===== src/rtl/uart_route_pkg.sv =====
// Shared types for the UART channel test-mode router.
// Assumes the 2-bit mode encoding is fixed by the register that feeds it.
package uart_route_pkg;
    typedef enum logic [1:0] {
        CH_NORMAL = 2'b00,
        CH_ECHO   = 2'b01,
        CH_LOCAL  = 2'b10,
        CH_REMOTE = 2'b11
    } ch_mode_e;
endpackage


===== src/rtl/uart_route_sync.sv =====
// Multi-flop synchronizer for the asynchronous receive pin.
// Assumes the line idles high, so every stage resets to 1.
module uart_route_sync #(
    parameter int STAGES = 2
) (
    input  logic clk,
    input  logic rst_n,
    input  logic async_in,
    output logic sync_out
);
    logic [STAGES-1:0] chain_q;

    generate
        if (STAGES == 1) begin : g_one
            // Single stage: capture the pin directly.
            always_ff @(posedge clk) begin
                if (!rst_n) chain_q <= '1;
                else        chain_q <= async_in;
            end
        end else begin : g_many
            // Shift the pin through the chain, one stage per clock.
            always_ff @(posedge clk) begin
                if (!rst_n) chain_q <= '1;
                else        chain_q <= {chain_q[STAGES-2:0], async_in};
            end
        end
    endgenerate

    assign sync_out = chain_q[STAGES-1];
endmodule


===== src/rtl/uart_route_modectl.sv =====
// Holds the active channel mode and applies a new request only when
// both engines report idle. Flags a pending change so the output can mark.
// Assumes tx_idle/rx_idle are registered signals from the engines.
module uart_route_modectl
    import uart_route_pkg::*;
(
    input  logic     clk,
    input  logic     rst_n,
    input  logic [1:0] mode_req,
    input  logic     tx_idle,
    input  logic     rx_idle,
    output ch_mode_e mode_act,
    output logic     switching
);
    logic both_idle;

    assign both_idle = tx_idle && rx_idle;
    assign switching = (mode_req != mode_act);

    // Latch the requested mode at the first edge where both engines idle.
    always_ff @(posedge clk) begin
        if (!rst_n)                      mode_act <= CH_NORMAL;
        else if (switching && both_idle) mode_act <= ch_mode_e'(mode_req);
    end

    // a pending request must not take effect while an engine is busy.
    a_r7_hold_busy: assert property (@(posedge clk) disable iff (!rst_n)
        (switching && !both_idle) |=> $stable(mode_act));

    // once both engines idle, the request is in force next cycle.
    a_r7_apply_idle: assert property (@(posedge clk) disable iff (!rst_n)
        (switching && both_idle) |=> (mode_act == $past(mode_req)));
endmodule


===== src/rtl/uart_route_path.sv =====
// Serial data steering and bit-clock enable selection for each mode.
// The transmit pin is registered; the receiver input is combinational.
// Assumes rxd_s is already synchronized to clk.
module uart_route_path
    import uart_route_pkg::*;
(
    input  logic     clk,
    input  logic     rst_n,
    input  ch_mode_e mode_act,
    input  logic     switching,
    input  logic     rxd_s,
    input  logic     tx_ser,
    input  logic     tx_bclk_en,
    input  logic     rx_bclk_en,
    output logic     txd_pin,
    output logic     rx_ser_in,
    output logic     tx_clk_en,
    output logic     rx_clk_en
);
    logic txd_d;

    // Choose the next value of the transmit pin.
    always_comb begin
        if (switching) txd_d = 1'b1;
        else begin
            unique case (mode_act)
                CH_NORMAL: txd_d = tx_ser;
                CH_ECHO:   txd_d = rxd_s;
                CH_LOCAL:  txd_d = 1'b1;
                CH_REMOTE: txd_d = rxd_s;
                default:   txd_d = 1'b1;
            endcase
        end
    end

    // Register the pin so it is glitch-free and one cycle behind its source.
    always_ff @(posedge clk) begin
        if (!rst_n) txd_pin <= 1'b1;
        else        txd_pin <= txd_d;
    end

    // Feed the receiver engine and route the bit-clock enables.
    always_comb begin
        unique case (mode_act)
            CH_NORMAL: begin rx_ser_in = rxd_s;  tx_clk_en = tx_bclk_en; rx_clk_en = rx_bclk_en; end
            CH_ECHO:   begin rx_ser_in = rxd_s;  tx_clk_en = 1'b0;       rx_clk_en = rx_bclk_en; end
            CH_LOCAL:  begin rx_ser_in = tx_ser; tx_clk_en = tx_bclk_en; rx_clk_en = tx_bclk_en; end
            CH_REMOTE: begin rx_ser_in = 1'b1;   tx_clk_en = rx_bclk_en; rx_clk_en = 1'b0;       end
            default:   begin rx_ser_in = 1'b1;   tx_clk_en = 1'b0;       rx_clk_en = 1'b0;       end
        endcase
    end

    // local loopback or a pending switch leaves the line marking.
    a_r5_txd_marks: assert property (@(posedge clk) disable iff (!rst_n)
        ((mode_act == CH_LOCAL) || switching) |=> txd_pin);

    // echo forwards the synchronized pin with one cycle of delay.
    a_r3_echo_follow: assert property (@(posedge clk) disable iff (!rst_n)
        ((mode_act == CH_ECHO) && !switching) |=> (txd_pin == $past(rxd_s)));

    // remote loopback forwards the synchronized pin the same way.
    a_r6_remote_follow: assert property (@(posedge clk) disable iff (!rst_n)
        ((mode_act == CH_REMOTE) && !switching) |=> (txd_pin == $past(rxd_s)));

    // normal mode drives the pin from the transmitter engine.
    a_r2_normal_txd: assert property (@(posedge clk) disable iff (!rst_n)
        ((mode_act == CH_NORMAL) && !switching) |=> (txd_pin == $past(tx_ser)));
endmodule


===== src/rtl/uart_route_gate.sv =====
// Masks CPU strobes and engine status according to the active mode.
// Assumes strobes are single-cycle pulses from the register interface.
module uart_route_gate
    import uart_route_pkg::*;
#(
    parameter int ERR_W = 3
) (
    input  logic             clk,
    input  logic             rst_n,
    input  ch_mode_e         mode_act,
    input  logic             switching,
    input  logic             cpu_wr_thr,
    input  logic             cpu_rd_rhr,
    input  logic             tx_rdy_raw,
    input  logic             tx_emp_raw,
    input  logic             rx_rdy_raw,
    input  logic [ERR_W-1:0] rx_err_raw,
    output logic             tx_load,
    output logic             rx_unload,
    output logic             tx_rdy,
    output logic             tx_emp,
    output logic             rx_rdy,
    output logic [ERR_W-1:0] rx_err,
    output logic             rx_par_chk
);
    logic tx_open;
    logic rx_open;

    // Decide which CPU sides are reachable in this mode.
    always_comb begin
        tx_open = (mode_act == CH_NORMAL) || (mode_act == CH_LOCAL);
        rx_open = (mode_act != CH_REMOTE);
    end

    // Apply the masks to strobes, status and the parity check enable.
    always_comb begin
        tx_load    = cpu_wr_thr && tx_open && !switching;
        tx_rdy     = tx_rdy_raw && tx_open;
        tx_emp     = tx_emp_raw && tx_open;
        rx_unload  = cpu_rd_rhr && rx_open;
        rx_rdy     = rx_rdy_raw && rx_open;
        rx_err     = rx_open ? rx_err_raw : '0;
        rx_par_chk = rx_open;
    end

    // the CPU can never load the transmitter in echo or remote mode.
    a_r4_no_load: assert property (@(posedge clk) disable iff (!rst_n)
        ((mode_act == CH_ECHO) || (mode_act == CH_REMOTE)) |-> !tx_load);

    // remote loopback keeps every receive status quiet.
    a_r6_rx_quiet: assert property (@(posedge clk) disable iff (!rst_n)
        (mode_act == CH_REMOTE) |-> (!rx_rdy && (rx_err == '0) && !rx_unload && !rx_par_chk));
endmodule


===== src/rtl/uart_mode_router.sv =====
// Top of the UART channel test-mode router: synchronizes the receive pin,
// tracks the active mode, steers the serial paths and masks CPU-side signals.
// Assumes the engines signal idle between frames.
module uart_mode_router
    import uart_route_pkg::*;
#(
    parameter int ERR_W     = 3,
    parameter int SYNC_DEPTH = 2
) (
    input  logic             clk,
    input  logic             rst_n,
    input  logic [1:0]       mode_req,
    input  logic             rxd_pin,
    input  logic             tx_ser,
    input  logic             tx_idle,
    input  logic             rx_idle,
    input  logic             tx_bclk_en,
    input  logic             rx_bclk_en,
    input  logic             cpu_wr_thr,
    input  logic             cpu_rd_rhr,
    input  logic             tx_rdy_raw,
    input  logic             tx_emp_raw,
    input  logic             rx_rdy_raw,
    input  logic [ERR_W-1:0] rx_err_raw,
    output logic             txd_pin,
    output logic             rx_ser_in,
    output logic             tx_clk_en,
    output logic             rx_clk_en,
    output logic             tx_load,
    output logic             rx_unload,
    output logic             tx_rdy,
    output logic             tx_emp,
    output logic             rx_rdy,
    output logic [ERR_W-1:0] rx_err,
    output logic             rx_par_chk,
    output logic [1:0]       mode_active
);
    ch_mode_e mode_act;
    logic     switching;
    logic     rxd_s;

    uart_route_sync #(.STAGES(SYNC_DEPTH)) u_sync (
        .clk(clk), .rst_n(rst_n), .async_in(rxd_pin), .sync_out(rxd_s)
    );

    uart_route_modectl u_modectl (
        .clk(clk), .rst_n(rst_n), .mode_req(mode_req),
        .tx_idle(tx_idle), .rx_idle(rx_idle),
        .mode_act(mode_act), .switching(switching)
    );

    uart_route_path u_path (
        .clk(clk), .rst_n(rst_n), .mode_act(mode_act), .switching(switching),
        .rxd_s(rxd_s), .tx_ser(tx_ser),
        .tx_bclk_en(tx_bclk_en), .rx_bclk_en(rx_bclk_en),
        .txd_pin(txd_pin), .rx_ser_in(rx_ser_in),
        .tx_clk_en(tx_clk_en), .rx_clk_en(rx_clk_en)
    );

    uart_route_gate #(.ERR_W(ERR_W)) u_gate (
        .clk(clk), .rst_n(rst_n), .mode_act(mode_act), .switching(switching),
        .cpu_wr_thr(cpu_wr_thr), .cpu_rd_rhr(cpu_rd_rhr),
        .tx_rdy_raw(tx_rdy_raw), .tx_emp_raw(tx_emp_raw),
        .rx_rdy_raw(rx_rdy_raw), .rx_err_raw(rx_err_raw),
        .tx_load(tx_load), .rx_unload(rx_unload),
        .tx_rdy(tx_rdy), .tx_emp(tx_emp), .rx_rdy(rx_rdy),
        .rx_err(rx_err), .rx_par_chk(rx_par_chk)
    );

    assign mode_active = mode_act;

    // in local loopback the receiver hears the transmitter, not the pin.
    a_r5_loop_feed: assert property (@(posedge clk) disable iff (!rst_n)
        (mode_act == CH_LOCAL) |-> (rx_ser_in == tx_ser));

    // echo hides transmitter status from the CPU.
    a_r4_tx_status_off: assert property (@(posedge clk) disable iff (!rst_n)
        (mode_act == CH_ECHO) |-> (!tx_rdy && !tx_emp && !tx_clk_en));
endmodule


===== config.mk =====
export PLATFORM = sky130hd
export DESIGN_NAME = uart_mode_router
export DESIGN_NICKNAME = d
export VERILOG_FILES = /design/src/rtl/uart_route_pkg.sv /design/src/rtl/uart_route_sync.sv /design/src/rtl/uart_route_modectl.sv /design/src/rtl/uart_route_path.sv /design/src/rtl/uart_route_gate.sv /design/src/rtl/uart_mode_router.sv
export SDC_FILE = /design/constraint.sdc
export NUM_CORES = 1
export LEC_CHECK = 0
export BUFFER_PORTS_ARGS = -buffer_cell sky130_fd_sc_hd__buf_2
export CORE_AREA = 2 2 39 41
export CTS_BUF_LIST = sky130_fd_sc_hd__clkbuf_8
export DETAILED_ROUTE_END_ITERATION = 6
export DIE_AREA = 0 0 41 43
export GPL_TIMING_DRIVEN = 0
export PLACE_DENSITY = 0.6
export RECOVER_POWER = 50
export SYNTH_ARGS = -nofsm -noshare
export SYNTH_HDL_FRONTEND = slang
export SYNTH_SLANG_ARGS = --single-unit

===== constraint.sdc =====
create_clock -name clk -period 1.5 [get_ports clk]
set_input_delay 0.3 -clock clk [delete_from_list [all_inputs] [get_ports clk]]
set_output_delay 0.3 -clock clk [all_outputs]
set_load 0.02 [all_outputs]

Word-level counts from Yosys, hierarchy flattened
Index checks and enable logic that the tools add are counted.
{"block": "op_classes", "n_addsub": 0, "n_mul": 0, "n_div": 0, "order_cmp": 0, "n_eq_ne": 5, "shifts": 0, "n_mux": 5, "bitwise": 1, "reduce_logical": 15}
{"op": "1-bit case mux with 3 select lines", "count": 4}
{"op": "1-bit logical AND", "count": 8}
{"op": "2-bit OR reduction", "count": 4}
{"op": "2-bit == test, second input constant", "count": 2}
{"op": "3-bit two-way mux", "count": 1}
{"op": "2-bit by 1-bit == test with 1-bit output, second input constant", "count": 1}
{"op": "2-bit logical NOT", "count": 1}
{"op": "2-bit != test", "count": 1}
{"op": "2-bit != test, second input constant", "count": 1}
{"op": "1-bit logical NOT", "count": 1}
{"op": "1-bit logical OR", "count": 1}
{"op": "1-bit inverter", "count": 1}
{"block": "word_totals", "regBits": 5, "latchBits": 0, "ram_bits": 0, "romBits": 0, "inputBits": 18, "out_inout_bits": 15, "elab_cells": 29, "n_memories": 0}

Longest topological paths before layout
{"block": "depth", "depth_word": 4, "ltp_mapped": 4, "depth_no_buf": 3}

Hierarchy
A second synthesis with hierarchy kept.
{"block": "hier_totals", "cells_unflattened": 39, "hier_area_um2": 301.5}
{"module": "uart_route_modectl", "n_inst": 1, "cells_per_inst": 12, "area_each_um2": 97.6, "seq_area_each_um2": 40.0}
{"module": "uart_route_path", "n_inst": 1, "cells_per_inst": 14, "area_each_um2": 85.1, "seq_area_each_um2": 20.0}
{"module": "uart_route_gate", "n_inst": 1, "cells_per_inst": 9, "area_each_um2": 66.3, "seq_area_each_um2": 0.0}
{"module": "uart_route_sync", "n_inst": 1, "cells_per_inst": 4, "area_each_um2": 52.6, "seq_area_each_um2": 40.0}

Worst setup path before layout
OpenSTA, ideal clock, no wires.
{"block": "synth_timing", "path_kind": "register -> output", "start": "register u_modectl.mode_act[1]", "end": "output port tx_load", "t_arrival_ns": 1.450, "t_required_ns": 1.200, "path_slack_ns": -0.250, "path_stages_with_launch": 4, "n_path_buf": 1, "cell_sequence": "dfxtp_1 > buf_2 > xor2_1 > nor4b_1"}
{"block": "synth_between", "elab_chain_cells": 4, "word_cells_on_any_way": 7, "cone_classes": "2 x eq/ne; 5 x reduce/logical"}
{"item": "start: declaration", "line_no": "uart_route_modectl.sv:12", "rtl": "output ch_mode_e mode_act,"}
{"item": "start signal: assignment", "line_no": "uart_route_modectl.sv:23", "rtl": "else if (switching && both_idle) mode_act <= ch_mode_e'(mode_req);"}
{"item": "2-bit == test / 2-bit logical NOT (equally long branches)", "line_no": "uart_route_gate.sv:31", "rtl": "tx_open = (mode_act == CH_NORMAL) || (mode_act == CH_LOCAL);"}
{"item": "1-bit logical OR", "line_no": "uart_route_gate.sv:31"}
{"item": "1-bit logical AND", "line_no": "uart_route_gate.sv:37", "rtl": "tx_load = cpu_wr_thr && tx_open && !switching;"}
{"item": "1-bit logical AND (*)", "line_no": "uart_route_gate.sv:37"}
{"item": "end: declaration", "line_no": "uart_mode_router.sv:29", "rtl": "output logic tx_load,"}
Every way passes the cells marked *; elsewhere a longest branch is shown, timed or not.

Worst setup path after layout
{"block": "layout_timing", "start": "register u_modectl.mode_act[0]", "end": "output port rx_clk_en"}
{"block": "layout_between", "elab_chain_cells": 3, "word_cells_on_any_way": 6, "cone_classes": "3 x eq/ne; 1 x mux; 2 x reduce/logical"}
{"item": "2-bit by 1-bit == test with 1-bit output / 2-bit logical NOT (equally long branches)", "line_no": "uart_route_path.sv:44", "rtl": "unique case (mode_act)"}
{"item": "2-bit OR reduction (no source line)"}
{"item": "1-bit case mux with 3 select lines (*)", "line_no": "uart_route_path.sv:44"}
{"item": "end: declaration", "line_no": "uart_mode_router.sv:28", "rtl": "output logic rx_clk_en,"}
Marked as above.

==> impl_metrics.csv <==
group,metric,value,unit
cells_and_area,areaGrowthSynthToFinish,80.3,%
routing,vias,385,
sta,finalSetupTns,0,ns
setup_path,timing.rr.start,"u_modectl.mode_act[0]",
placement,numPortBuffers,32,
routing,ant_nets,0,
sta,drv_slew,0,
setup_path,crit_path_start,"u_modectl.mode_act[0]",
synth,ys.flop_type,"dfxtp_1",
floorplanning,die_h,43,microns
sta,finalClockSkew,0.00234,ns
cts,worstSkewPairLatency,0.22,ns
setup_path,start_kind,"flop",
sta,tightest_slew,0.214,ns
cts,htreeDepth,1,
cts,clk_pin_slew,0.04,ns
min_path,hold_depth,2,
sta,setup_viol,0,
global_routing,gr-usage-all-layers,9.54,%
cts,cts_tree,"yes",
synth,syn_area_per_cell,7.67,sq um
floorplanning,pin_count,33,
sta,period_share,97.0,%
floorplanning,start_util,21.6,%
placement,gp_congestion,0.632,
placement,place_hpwl,631,microns
routing,wirelength,771,microns
setup_path,crit_type,"reg2out",
cts,cts.sinks,5,
run,max_cap_viol_count,0,
setup_path,endpoint_kind,"primary output",
floorplanning,dieArea,1760,sq um
placement,placedCellCount,87,
min_path,min_from,"rxd_pin",
synth,synthTopCellsByCount,"nand2_1, and2_1, dfxtp_1, nor2_1, nor2b_1",
cells_and_area,antenna_cells,0,
global_routing,grt-ovfl-total,0,
sta,hold_viol_final,0,
power,ir_drop,303,uV
cells_and_area,final_util,39.0,%
routing,drc,0,
cells_and_area,fin_nets,93,
synth,synth_edf_count,0,
setup_path,r2r_cells,3,
setup_path,critical_path_arrival,1.15,ns
setup_path,critPathMaxFanout,10,
global_routing,grt_pass1_wl,1170,microns
sta,rsz0062_at_grt,"true",
synth,synthTopCellsByArea,"dfxtp_1, and2_1, nand2_1, nor2b_1, a21boi_0",
global_routing,antenna_found_initial,0,
sta,min_period,1.45,ns
cts,root_buffer,"clkbuf_8",
routing,drt_pass1_iterations,3,
routing,vias_per_cell,4.28,
power,power.leakage,0.000264,uW
run_status,status,"complete, no violations",
cells_and_area,fin_cells,90,
floorplanning,row_count,14,
cts,cts_setup_buffers,0,
synth,synth_nets,57,
synth,netlist_area,299,sq um
setup_path,worst-r2r-setup-slack,0.33,ns
sta,setup_slack,0.0457,ns
synth,yosysSeqAreaShare,33.5,%
cells_and_area,drive_gt1_share,55.4,%
synth,synth_top_area_share,33.5,%
cts,clockBufferDepth,2,
synth,synth_cell_type_count,17,
power,finalPower,491,uW
setup_path,reg2reg_to,"u_path.txd_pin",
floorplanning,die_x,41,microns
sta,fmax,688,MHz
synth,yosys_warnings,0,
min_path,hold_path_class,"in2reg",
routing,wl_per_cell,8.57,microns
synth,synth_cells,39,
synth,async_reset_ff_share,0,%
min_path,whs_endpoint,"u_sync.chain_q[0]",
setup_path,crit_required,1.20,ns
synth,synth_top_area_cell,"dfxtp_1",
global_routing,grt_max_degree,11,
global_routing,grt_pass1_vias,326,
routing,drtIter0Drc,3,
placement,pre_cts_ws,0.165,ns
floorplanning,coreArea,1380,sq um
power,power_density,911,nW/um^2
cts,numCtsBuffers,3,
sta,maxSlewHeadroom,85.7,%
synth,ys_seq_elements,5,
synth,yosysMostFrequentCell,"nand2_1",
cts,hold_buffers,0,
-- per-layer routing --
| metal | vias to the layer above | GRT usage, % | wire length, microns |
|---|---|---|---|
| li1 | 201 | - | - |
| met1 | 153 | 9.65 | 313 |
| met2 | 31 | 15.6 | 301 |
| met3 | 0 | 3.14 | 156 |
| met4 | 0 | 6.00 | 0 |
| met5 | - | 0 | 0 |
-- critical path, stage by stage (launching register included) --
cell and delay, ns:
dfxtp_2 0.33, buf_6 0.13, nor2b_1 0.06, mux2_2 0.26, buf_2 0.16
-- area by class of cell --
type,count,area (sq um)
clock inverter,1,3.75
clock buffer,3,41.3
timing repair buffer,32,163
tap,16,20.0
fill,158,845
sequential,5,105
buffer,1,11.3
multi-input combinational,32,195
-- stage by stage --
step | cell area (sq um) | hold slack [ns]
floorplan | 305 | 0.373
global placement | 485 | 0.388
detailed placement | 485 | 0.398
CTS | 536 | 0.260
global route | 539 | 0.280
finish | 539 | 0.263
-- cells in the final DEF (no fill, tap or decap), types with 2 or more instances in the layout --
master / netlist / routed
buf_2: 2 / 31
nand2_1: 7 / 7
and2_1: 5 / 5
nor2b_1: 3 / 3
nor2_1: 3 / 3
clkbuf_8: 0 / 3
dfxtp_1: 5 / 3
nand3_1: 2 / 2
a21boi_0: 2 / 2
nand2b_1: 2 / 2
-- state kept, by name, summed over array words and instances, names as in the netlist --
name / flops
u_path.txd_pin: 1
u_modectl.mode_act: 2
u_sync.chain_q: 2
-- kinds of logic (layout without fill, tap and decap cells) --
logic type	count (synthesis)	in the layout	share of synthesized area, %
compound gates	6	6	14.6
xor+xnor	1	1	2.93
buf+inv	2	37	3.35
flops	5	5	33.5
mux	1	1	3.77
simple gates	24	24	41.8
-- timing repair --
action,4_1_cts,5_1_grt
cloned,0,0
hold endpoints to repair,0,0
gates resized for setup,4,2
setup endpoints to repair,8,7
-- worst max path at each step --
stage                endpoint  depth (start not counted)  slack, ns
floorplan             tx_load                          3       0.01
global placement      tx_load                          4       0.17
detailed placement  rx_clk_en                          4       0.16
CTS                 rx_clk_en                          4      0.005
global route          tx_load                          3     -0.008
finish              rx_clk_en                          4       0.05
-- where the power goes --
group          internal, uW  total (uW)  leakage, uW  switching [uW]
clock network           175         237    0.0000269            62.0
registers               139         144    0.0000423            5.09
logic                  51.2         110     0.000195            58.9
No activity file was read; power rests on OpenSTA's default activity.
